`src/rtl/pfc_seq_pkg.sv`:
```
package pfc_seq_pkg;
  typedef enum logic [2:0] {
    ST_RESET    = 3'd0,
    ST_STARTUP  = 3'd1,
    ST_NORMAL   = 3'd2,
    ST_STBY_PND = 3'd3,
    ST_STANDBY  = 3'd4,
    ST_FAULT    = 3'd5,
    ST_LATCHED  = 3'd6
  } seq_state_e;
endpackage

```
`src/rtl/persist_timer.sv`:
```
// Counts consecutive enabled cycles; done on the N-th enabled edge.
module persist_timer #(
  parameter int unsigned N = 10
) (
  input  logic clk,
  input  logic rst_n,
  input  logic en,
  output logic done
);
  localparam int unsigned W = (N < 2) ? 1 : $clog2(N);
  localparam logic [W-1:0] LAST = W'(N - 1);

  logic [W-1:0] cnt_q;
  logic [W-1:0] cnt_d;

  always_comb begin
    cnt_d = cnt_q;
    if (!en)               cnt_d = '0;
    else if (cnt_q != LAST) cnt_d = cnt_q + 1'b1;
  end

  always_ff @(posedge clk or negedge rst_n) begin
    if (!rst_n) cnt_q <= '0;
    else        cnt_q <= cnt_d;
  end

  assign done = en && (cnt_q == LAST);
endmodule

```
`src/rtl/pfc_seq_fsm.sv`:
```
module pfc_seq_fsm
  import pfc_seq_pkg::*;
(
  input  logic       clk,
  input  logic       rst_n,
  input  logic       pwr_good,
  input  logic       cur_err,
  input  logic       skip_act,
  input  logic       latch_in,
  input  logic       err_done,
  input  logic       skip_done,
  output logic       err_tmr_en,
  output logic       skip_tmr_en,
  output seq_state_e state_q
);
  seq_state_e state_d;
  logic       active;

  assign active = (state_q == ST_STARTUP) || (state_q == ST_NORMAL) ||
                  (state_q == ST_STBY_PND) || (state_q == ST_STANDBY);
  assign err_tmr_en  = active && cur_err;
  assign skip_tmr_en = (state_q == ST_STBY_PND) && skip_act;

  always_comb begin
    state_d = state_q;
    if (state_q == ST_LATCHED) begin
      state_d = ST_LATCHED;
    end else if (latch_in) begin
      state_d = ST_LATCHED;
    end else if (!pwr_good) begin
      state_d = ST_RESET;
    end else begin
      unique case (state_q)
        ST_RESET:    state_d = ST_STARTUP;
        ST_STARTUP:  if (err_done)       state_d = ST_FAULT;
                     else if (!cur_err)  state_d = ST_NORMAL;
        ST_NORMAL:   if (err_done)       state_d = ST_FAULT;
                     else if (skip_act)  state_d = ST_STBY_PND;
        ST_STBY_PND: if (err_done)       state_d = ST_FAULT;
                     else if (!skip_act) state_d = ST_NORMAL;
                     else if (skip_done) state_d = ST_STANDBY;
        ST_STANDBY:  if (err_done)       state_d = ST_FAULT;
                     else if (!skip_act) state_d = ST_NORMAL;
        ST_FAULT:    if (!cur_err)       state_d = ST_STARTUP;
        default:     state_d = ST_RESET;
      endcase
    end
  end

  always_ff @(posedge clk or negedge rst_n) begin
    if (!rst_n) state_q <= ST_RESET;
    else        state_q <= state_d;
  end
endmodule

```
`src/rtl/pfc_seq_outdec.sv`:
```
module pfc_seq_outdec
  import pfc_seq_pkg::*;
(
  input  seq_state_e state_q,
  output logic       pfc_en,
  output logic       pwm_run,
  output logic       pwm_burst,
  output logic       fault_flag
);
  always_comb begin
    pfc_en     = 1'b0;
    pwm_run    = 1'b0;
    pwm_burst  = 1'b0;
    fault_flag = 1'b0;
    unique case (state_q)
      ST_STARTUP:  pwm_run = 1'b1;
      ST_NORMAL,
      ST_STBY_PND: begin pwm_run = 1'b1; pfc_en = 1'b1; end
      ST_STANDBY:  pwm_run = 1'b1;
      ST_FAULT:    begin pwm_burst = 1'b1; fault_flag = 1'b1; end
      ST_LATCHED:  fault_flag = 1'b1;
      default:     ;
    endcase
  end
endmodule

```
`src/rtl/pfc_sequencer.sv`:
```
module pfc_sequencer
  import pfc_seq_pkg::*;
#(
  parameter int unsigned CLK_HZ     = 50_000_000,
  parameter int unsigned CONFIRM_MS = 100
) (
  input  logic       clk,
  input  logic       rst_n,
  input  logic       pwr_good,
  input  logic       cur_err,
  input  logic       skip_act,
  input  logic       latch_in,
  output logic       pfc_en,
  output logic       pwm_run,
  output logic       pwm_burst,
  output logic       fault_flag,
  output logic [2:0] state_o
);
  localparam int unsigned CONFIRM_CYCLES = (CLK_HZ / 1000) * CONFIRM_MS;

  logic [1:0] rst_pipe_q;
  logic       rst_sync_n;
  always_ff @(posedge clk or negedge rst_n) begin
    if (!rst_n) rst_pipe_q <= 2'b00;
    else        rst_pipe_q <= {rst_pipe_q[0], 1'b1};
  end
  assign rst_sync_n = rst_pipe_q[1];

  logic       err_en, skip_en, err_done, skip_done;
  seq_state_e state_q;

  persist_timer #(.N(CONFIRM_CYCLES)) u_err_tmr (
    .clk(clk), .rst_n(rst_sync_n), .en(err_en), .done(err_done)
  );

  persist_timer #(.N(CONFIRM_CYCLES)) u_skip_tmr (
    .clk(clk), .rst_n(rst_sync_n), .en(skip_en), .done(skip_done)
  );

  pfc_seq_fsm u_fsm (
    .clk(clk), .rst_n(rst_sync_n),
    .pwr_good(pwr_good), .cur_err(cur_err), .skip_act(skip_act),
    .latch_in(latch_in), .err_done(err_done), .skip_done(skip_done),
    .err_tmr_en(err_en), .skip_tmr_en(skip_en), .state_q(state_q)
  );

  pfc_seq_outdec u_dec (
    .state_q(state_q), .pfc_en(pfc_en), .pwm_run(pwm_run),
    .pwm_burst(pwm_burst), .fault_flag(fault_flag)
  );

  assign state_o = state_q;
endmodule

```
`config.mk`:
```
export PLATFORM = sky130hd
export DESIGN_NAME = pfc_sequencer
export DESIGN_NICKNAME = d
export VERILOG_FILES = /design/src/rtl/pfc_seq_pkg.sv /design/src/rtl/persist_timer.sv /design/src/rtl/pfc_seq_fsm.sv /design/src/rtl/pfc_seq_outdec.sv /design/src/rtl/pfc_sequencer.sv
export SDC_FILE = /design/constraint.sdc
export NUM_CORES = 1
export LEC_CHECK = 0
export BUFFER_PORTS_ARGS = -buffer_cell sky130_fd_sc_hd__buf_2
export CAP_MARGIN = 20
export CORE_ASPECT_RATIO = 0.9
export CORE_MARGIN = 4
export CORE_UTILIZATION = 57
export CTS_BUF_LIST = sky130_fd_sc_hd__clkbuf_2 sky130_fd_sc_hd__clkbuf_4 sky130_fd_sc_hd__clkbuf_8
export CTS_CLUSTER_SIZE = 14
export DETAILED_ROUTE_END_ITERATION = 10
export GPL_TIMING_DRIVEN = 0
export PLACE_DENSITY = 0.78
export REMOVE_ABC_BUFFERS = 1
export SYNTH_ARGS = -nofsm -noshare
export SYNTH_HDL_FRONTEND = slang
export SYNTH_SLANG_ARGS = --single-unit
```
`constraint.sdc`:
```
create_clock -name clk -period 1.5 [get_ports clk]
set_input_delay 0 -clock clk [delete_from_list [all_inputs] [get_ports clk]]
set_output_delay 0 -clock clk [all_outputs]
set_load 0.01 [all_outputs]
```
==> reports/summary.md, run 1 <==
• **result of the run** complete, but fails checks
• **violations in the final reports** setup timing
• **highest attainable clock frequency** 513 MHz
• **clock latency at the later pin of the worst-skew pair** 0.32 ns
• **estimated wirelength of the detail-placed design** 3540 µm
• **min cycle time layout** 1.95 ns
• **grt total ovfl** 0
• **routed wire length per instance** 21.9 µm
• **share of the clock period used by the worst path after layout** 130%
• **distinct cell type count of the synthesized netlist** 36
• **number of global-route vias before repair** 2495
• **Post-Syn Area** 2650 µm²
• **WL final** 9030 µm
• **cell type with the highest aggregate area in the netlist** sky130_fd_sc_hd__dfrtp_1
• **cell family with most CP delay** simple AND/OR/NAND/NOR gates
• **floorplan die width** 79.9 µm
• **Area growth syn-to-layout** 40.2%
• **total of warnings raised by yosys** 0
• **Placer Congestion** 0.840
• **drt pass-1 iters** 5
• **share of cells above drive strength 1** 40.9%
• **class of the most critical hold timing path** input pin to flop
• **Design Area, Final** 3720 µm²
• **overall via count from detail_route** 2700
• **Crit-path slowest cell** sky130_fd_sc_hd__dfrtp_1
• **Port Buffers** 12
• **Post-Route Hold Slack** 0.124 ns
• **DP Area** 2770 µm²
• **RSZ-0062 raised after global routing** true
• **data required time of the critical path** 1.71 ns
• **category of the most critical setup path** flop to flop
• **total CTS buffers** 5
• **count of nets left with antenna violations after detail routing** 0
• **Avg Inst Size Synth** 9.34 µm²
• **pin count of the biggest net entering global routing** 27
• **Synth top area share** 48.1%
• **register bit count reported by yosys** 51
• **TritonCTS clock tree** done
• **layout net count** 357
• **placeable core area** 4490 µm²
• **clock tree buffer depth** 2
• **Final Slew Violations** 0
• **CTS clk-pin slew, worst paths** 0.10 ns
• **violation count after the first detailed-route iteration** 383
• **arrival time worst endpoint** 2.16 ns
• **cell types occupying the most area after synthesis** sky130_fd_sc_hd__dfrtp_1, sky130_fd_sc_hd__nor2_1, sky130_fd_sc_hd__xor2_1, sky130_fd_sc_hd__xnor2_1, sky130_fd_sc_hd__nand3_1
• **clock root buffer** sky130_fd_sc_hd__clkbuf_8
• **Worst VDD drop** 0.738 mV
• **sort of element at the end of the critical path** flop
• **count of final setup violators** 41
• **final hold violation count** 0
• **residual DRC count** 0
• **routed via count divided by cell count** 6.55
• **maximum level of the CTS H-tree** 2
• **number of rows in the core area** 23
• **Post-Syn Instances** 284
• **Die Y-Extent** 72.7 µm
• **remaining max-slew budget at the tightest pin** 62.2%
• **max capacitance violation total** 0
• **setup slack after layout** -0.449 ns
• **wire length of the first global-routing pass** 12600 µm
• **startpoint type of the worst setup path** flop
• **end-of-flow core utilization** 82.9%
• **total track usage** 28.7%
• **TNS Setup** -10.61 ns
• **cell breakdown of the critical path** ha_2, nand2_2, or2_4, nor4_4, o21ai_2, nand3_2, mux2_4
• **delay of the slowest cell on the worst path** 0.39 ns
• **worst slack at placement** -1.20 ns
• **proportion of synthesized chip area in sequential cells** 48.1%
• **crit-path max FO** 3
• **effective utilization at floorplan** 59.1%
• **transition time at the pin with the least slew margin** 0.567 ns
• **I/O pin count** 13
• **antenna violations before repair** 0
• **die area** 5810 µm²
• **worst setup skew after layout** 0.0163 ns
• **power density over the cells** 748 nW/µm²
• **number of buffers and inverters on the critical path** 0
• **cell leakage power** 0.00154 µW
• **number of antenna diodes** 0
• **number of clock sinks seen by CTS** 51
==> worst paths after layout <==
check | startpoint | to | slack, ns | depth (start not counted)
max | u_skip_tmr.cnt_q[1] | u_fsm.state_q[1] | -0.45 | 7
min in group asynchronous | rst_pipe_q[1] | u_err_tmr.cnt_q[5] | 0.27 | 0
min | skip_act | u_skip_tmr.cnt_q[8] | 0.12 | 3
max in group asynchronous | rst_pipe_q[1] | u_skip_tmr.cnt_q[15] | 0.66 | 1
max reg2reg | u_skip_tmr.cnt_q[1] | u_fsm.state_q[1] | -0.45 | 7
min reg2reg | rst_pipe_q[1] | u_err_tmr.cnt_q[5] | 0.27 | 0
==> stage by stage <==
stage	instances	power (µW)
6_report	412	2780
5_1_grt	412	2840
4_1_cts	402	2710
3_5_place_dp	350	1700
3_3_place_gp	349	1680
2_1_floorplan	275	1600
==> state kept, by name, indices dropped and copies added, names as in the netlist <==
| name | count |
|---|---|
| u_skip_tmr.cnt_q | 23 |
| rst_pipe_q | 2 |
| u_fsm.state_q | 3 |
| u_err_tmr.cnt_q | 23 |
==> tightest hold or removal path, delay by kind of cell <==
kind,cells,cell delay (ns)
AND/OR/NAND/NOR,2,0.26
buffers and inverters,1,0.15
==> cell usage after synthesis <==
cell and number:
sky130_fd_sc_hd__nand4_1 7, sky130_fd_sc_hd__or2_1 1, sky130_fd_sc_hd__nand2b_1 1, sky130_fd_sc_hd__nor3b_1 2, sky130_fd_sc_hd__and4_4 1, sky130_fd_sc_hd__or3_1 10, sky130_fd_sc_hd__o2111ai_1 2, sky130_fd_sc_hd__xor2_1 22
sky130_fd_sc_hd__o21ai_0 11, sky130_fd_sc_hd__a22oi_1 1, sky130_fd_sc_hd__a21oi_1 8, sky130_fd_sc_hd__nand2_1 22, sky130_fd_sc_hd__nor4_1 3, sky130_fd_sc_hd__o211ai_1 1, sky130_fd_sc_hd__xnor2_1 16, sky130_fd_sc_hd__nand3_2 2
sky130_fd_sc_hd__o21ai_2 1, sky130_fd_sc_hd__inv_1 6, sky130_fd_sc_hd__buf_6 1, sky130_fd_sc_hd__clkbuf_1 8, sky130_fd_sc_hd__nor2b_1 2, sky130_fd_sc_hd__conb_1 1, sky130_fd_sc_hd__dfrtp_1 51, sky130_fd_sc_hd__and4_1 4
sky130_fd_sc_hd__nor2_1 52, sky130_fd_sc_hd__and3_1 6, sky130_fd_sc_hd__o21a_1 1, sky130_fd_sc_hd__mux2_2 2, sky130_fd_sc_hd__nor4_4 1, sky130_fd_sc_hd__nand3_1 18, sky130_fd_sc_hd__and2_1 3, sky130_fd_sc_hd__a211oi_2 1
sky130_fd_sc_hd__nor3_1 8, sky130_fd_sc_hd__nor4b_1 4, sky130_fd_sc_hd__mux2i_1 2, sky130_fd_sc_hd__ha_1 2
==> area by class of cell <==
type	instances	area [µm²]
Sequential cell	51	1290
Inverter	6	22.5
Fill cell	212	769
Timing Repair Buffer	65	514
Multi-Input combinational cell	220	1710
Clock buffer	8	104
Tap cell	62	77.6
==> logic make-up after synthesis <==
| group | synth area share (%) |
|---|---|
| AND/OR/NAND/NOR | 28.3 |
| flip-flops | 48.1 |
| XOR/XNOR | 12.5 |
| AO/OA/AOI/OAI | 5.90 |
| buffers and inverters | 2.41 |
| multiplexers | 1.60 |
| adder cells (fa/ha/maj) | 0.943 |
| other | 0.141 |
==> report_power, final <==
group	internal [µW]	switching, µW	total, µW
Sequential	1390	43.7	1440
Combinational	173	233	407
Clock	441	499	940
==> routing by layer <==
layer / up-vias / wire length (µm) / GRT usage, %
met5: - / 0 / 0
met4: 0 / 637 / 9.19
met3: 70 / 690 / 6.54
met2: 209 / 4130 / 47.6
met1: 1312 / 3570 / 37.5
li1: 1109 / - / -
==> layout by cell type (no fill, tap or decap), types with 4 or more instances in the layout <==
master / instances
sky130_fd_sc_hd__nand3_4: 6
sky130_fd_sc_hd__nand3_2: 8
sky130_fd_sc_hd__nor3_4: 5
sky130_fd_sc_hd__or3_4: 6
sky130_fd_sc_hd__buf_2: 11
sky130_fd_sc_hd__nand4_1: 7
sky130_fd_sc_hd__buf_4: 41
sky130_fd_sc_hd__buf_6: 9
sky130_fd_sc_hd__a21oi_1: 5
sky130_fd_sc_hd__clkbuf_8: 7
sky130_fd_sc_hd__xnor2_1: 12
sky130_fd_sc_hd__dfrtp_1: 39
sky130_fd_sc_hd__xor2_1: 22
sky130_fd_sc_hd__nand3_1: 8
sky130_fd_sc_hd__nor2_1: 49
sky130_fd_sc_hd__inv_1: 6
sky130_fd_sc_hd__nand2_1: 21
sky130_fd_sc_hd__or3_1: 4
sky130_fd_sc_hd__dfrtp_2: 12
sky130_fd_sc_hd__xnor2_2: 4
sky130_fd_sc_hd__o21ai_0: 9
==> repair_timing <==
action,CTS,global route
cloned,2,0
setup buffers,39,13
hold buffers,3,0
hold endpoints to repair,3,0
endpoints found under the setup margin,50,40
pin swaps,37,28
resized for setup,66,30
Note: power is estimated with default switching activity, not from simulation.
==> run 2: changes to the inputs <==
--- a/config.mk
+++ b/config.mk
@@ -9,13 +9,14 @@
 export CAP_MARGIN = 20
 export CORE_ASPECT_RATIO = 0.9
 export CORE_MARGIN = 4
-export CORE_UTILIZATION = 57
+export CORE_UTILIZATION = 58
 export CTS_BUF_LIST = sky130_fd_sc_hd__clkbuf_2 sky130_fd_sc_hd__clkbuf_4 sky130_fd_sc_hd__clkbuf_8
 export CTS_CLUSTER_SIZE = 14
 export DETAILED_ROUTE_END_ITERATION = 10
 export GPL_TIMING_DRIVEN = 0
-export PLACE_DENSITY = 0.78
+export PLACE_DENSITY = 0.79
 export REMOVE_ABC_BUFFERS = 1
 export SYNTH_ARGS = -nofsm -noshare
 export SYNTH_HDL_FRONTEND = slang
+export SYNTH_HIERARCHICAL = 1
 export SYNTH_SLANG_ARGS = --single-unit
==> run 2 against run 1 <==
  * The flow still finishes with violations (setup timing)
  * Synthesized cell count increased by 15%
  * Sequential cell count unchanged
  * Critical path depth increased by 1
  * Maximum frequency shrank 26%
  * Highest routed layer unchanged
  * Combinational power is 76% higher
  * Cell area rose by 18%
  * First-iteration DRC count up 50%
  * Largest power group unchanged
  * Setup slack worse by 0.68 ns
  * Synthesized area up 12%
  * Global-route usage increased by 0.21 points
  * Utilization increased by 6.5 points
  * Wire length up 39%
==> reports/summary.md, run 2 <==
• **result of the run** complete, but fails checks
• **violations in the final reports** setup timing
• **data required time of the critical path** 1.70 ns
• **worst setup skew after layout** 0.0129 ns
• **total of warnings raised by yosys** 6
• **cell breakdown of the critical path** or4_4, or4_4, or2_4, nor2_4, inv_2, a211o_4, a221oi_2, o22ai_1
• **grt total ovfl** 0
• **filler cell count in the final layout** 155
• **routed length on met3** 1680 µm
• **clock root buffer** sky130_fd_sc_hd__clkbuf_8
• **end-of-flow core utilization** 89.3%
• **number of rows in the core area** 24
• **floorplan die width** 83.3 µm
• **count of nets left with antenna violations after detail routing** 0
• **wire length of the first global-routing pass** 14400 µm
• **Crit Reg-Reg Startpoint** u_skip_tmr/cnt_q[16]
• **Avg Inst Size Synth** 9.08 µm²
• **Synth top area share** 43.1%
• **min cycle time layout** 2.63 ns
• **number of clock sinks seen by CTS** 51
• **proportion of synthesized chip area in sequential cells** 43.1%
• **highest attainable clock frequency** 380 MHz
• **final hold violation count** 0
• **Post-Syn Area** 2960 µm²
• **Placer Congestion** 0.864
• **register bit count reported by yosys** 51
• **class of the most critical hold timing path** input pin to flop
• **arrival time worst endpoint** 2.83 ns
• **effective utilization at floorplan** 60.5%
• **WL final** 12500 µm
• **most frequent cell after synthesis** sky130_fd_sc_hd__dfrtp_1
• **Final Slew Violations** 0
• **routed via count divided by cell count** 7.59
• **max capacitance violation total** 0
• **number of enable flip-flop cells after synthesis** 0
• **layout net count** 421
• **pin count of the biggest net entering global routing** 42
• **cell leakage power** 0.00183 µW
• **drt pass-1 iters** 6
• **violation count after the first detailed-route iteration** 576
• **TNS Setup** -16.53 ns
• **Critical Path Source** u_skip_tmr/cnt_q[16]
• **Main synth FF type** sky130_fd_sc_hd__dfrtp_1
• **CTS clk-pin slew, worst paths** 0.11 ns
• **estimated wirelength of the detail-placed design** 4100 µm
• **clock tree buffer depth** 2
• **cell types occupying the most area after synthesis** sky130_fd_sc_hd__dfrtp_1, sky130_fd_sc_hd__xnor2_1, sky130_fd_sc_hd__nor2_1, sky130_fd_sc_hd__nand2_1, sky130_fd_sc_hd__a21oi_1
• **residual DRC count** 0
• **power density over the cells** 724 nW/µm²
• **distinct cell type count of the synthesized netlist** 56
• **leading registers by flop count** u_err_tmr/cnt_q: 23 flops, u_skip_tmr/cnt_q: 23 flops, u_fsm/state_q: 3 flops
• **top library cells by usage in the layout, fill and taps aside** sky130_fd_sc_hd__buf_4, sky130_fd_sc_hd__dfrtp_1, sky130_fd_sc_hd__nor2_1, sky130_fd_sc_hd__nand2_1, sky130_fd_sc_hd__buf_6
• **maximum level of the CTS H-tree** 2
• **RSZ-0062 raised after global routing** true
• **remaining max-slew budget at the tightest pin** 56.5%
• **cell type with the highest aggregate area in the netlist** sky130_fd_sc_hd__dfrtp_1
• **total CTS buffers** 5
• **commonest cells in the synthesized netlist** sky130_fd_sc_hd__dfrtp_1, sky130_fd_sc_hd__nor2_1, sky130_fd_sc_hd__nand2_1
• **share of cells above drive strength 1** 44.9%
• **delay of the slowest cell on the worst path** 0.54 ns
• **antenna violations before repair** 0
• **Worst Min Path Start** pwr_good
• **TritonCTS clock tree** done
• **routed wire length on met2** 5430 µm
• **routed wire length per instance** 26.2 µm
• **count of final setup violators** 48
• **total track usage** 28.9%
• **sort of element at the end of the critical path** flop
• **Die Y-Extent** 75.8 µm
• **I/O pin count** 13
• **startpoint type of the worst setup path** flop
• **share of the clock period used by the worst path after layout** 175%
• **share of flip-flops with an asynchronous set or reset after synthesis** 100%
• **transition time at the pin with the least slew margin** 0.651 ns
• **die area** 6310 µm²
• **Post-Syn Instances** 326
• **most common cell after layout, fill and taps aside** sky130_fd_sc_hd__buf_4
• **cell with the most instances on the worst path** sky130_fd_sc_hd__or4_4
• **Crit-path slowest cell** sky130_fd_sc_hd__or4_4
• **crit-path max FO** 4
• **Met1 Wirelength** 4290 µm
• **number of antenna diodes** 0
• **overall via count from detail_route** 3634
• **category of the most critical setup path** flop to flop
• **clock latency at the later pin of the worst-skew pair** 0.31 ns
• **Area growth syn-to-layout** 47.8%
• **highest routing layer actually used** met4
• **Port Buffers** 12
• **number of global-route vias before repair** 2927
• **Worst VDD drop** 0.784 mV
• **setup slack after layout** -1.13 ns
• **placeable core area** 4890 µm²
run 2: cell count changes after synthesis, moves of 7 or more:
cell,previous run,this run
sky130_fd_sc_hd__a21oi_1,8,18
sky130_fd_sc_hd__a31oi_1,0,7
sky130_fd_sc_hd__inv_1,6,14
sky130_fd_sc_hd__nor2_1,52,26
sky130_fd_sc_hd__or4_1,0,9
sky130_fd_sc_hd__xor2_1,22,5
run 2: final cells by class:
cell class	count	area [µm²]	share of cell area, %
clock buffers	5	68.8	1.57
clock inverters	3	43.8	1.00
inverters	16	75.1	1.72
multi-input cells	246	2000	45.6
flip-flops and latches	51	1300	29.8
well taps	65	81.3	1.86
repair buffers	93	807	18.5
run 2: report_power, final:
group          switching [µW]  internal [µW]
registers                58.3           1410
logic                     414            301
clock network             488            498
run 2: final timing paths:
kind / slack [ns] / end / cells past startpoint
worst min register to register: 0.12 / u_err_tmr/cnt_q[6] / 0
max in group asynchronous: 0.75 / rst_pipe_q[1] / 3
worst max register to register: -1.13 / u_fsm/state_q[2] / 8
min in group asynchronous: 0.12 / u_err_tmr/cnt_q[6] / 0
worst min-delay path: 0.06 / u_fsm/state_q[2] / 3
worst max-delay path: -1.13 / u_fsm/state_q[2] / 8
run 2: through the flow:
step                      hold slack [ns]  total power, µW  cells  cell area [µm²]  setup WS (ns)
final                              0.0631             3170    479             4370          -1.13
after global routing               0.0832             3250    479             4370          -1.23
after CTS                          0.0388             2900    458             3980          -1.11
after detailed placement           -0.213             1890    391             3040          -1.45
after global placement             -0.215             1880    390             3020          -1.47
after floorplan                    -0.296             1760    313             2880          -1.11
run 2: repair_timing:
item | 4_1_cts | 5_1_grt
hold endpoints to repair | 3 | 0
hold buffers | 3 | 0
buffers inserted | 56 | 39
pin swaps | 56 | 43
gates resized for setup | 86 | 64
endpoints found under the setup margin | 49 | 49
run 2: layer usage:
layer / track usage, % / up-vias
met4: 15.4 / 0
met1: 37.2 / 1704
met2: 47.2 / 417
met5: 0 / -
met3: 5.73 / 140
li1: - / 1373
run 2: cell families (layout without fill, tap and decap cells):
| group | Yosys count | count (layout) | share of synthesized area, % |
|---|---|---|---|
| fa+ha+maj | 2 | 2 | 0.846 |
| simple gates | 155 | 155 | 29.8 |
| compound gates | 64 | 64 | 14.0 |
| other cells | 1 | 1 | 0.127 |
| mux | 7 | 7 | 2.37 |
| flops | 51 | 51 | 43.1 |
| buf+inv | 29 | 117 | 4.69 |
| xor+xnor | 17 | 17 | 5.03 |
run 2: critical path, delay by kind of cell, from the launching register on:
family                 cells  cell delay (ns)
DFF                        1             0.42
buffers and inverters      1             0.05
and+or+nand+nor            4             1.37
AOI/OAI and AO/OA          3             0.70
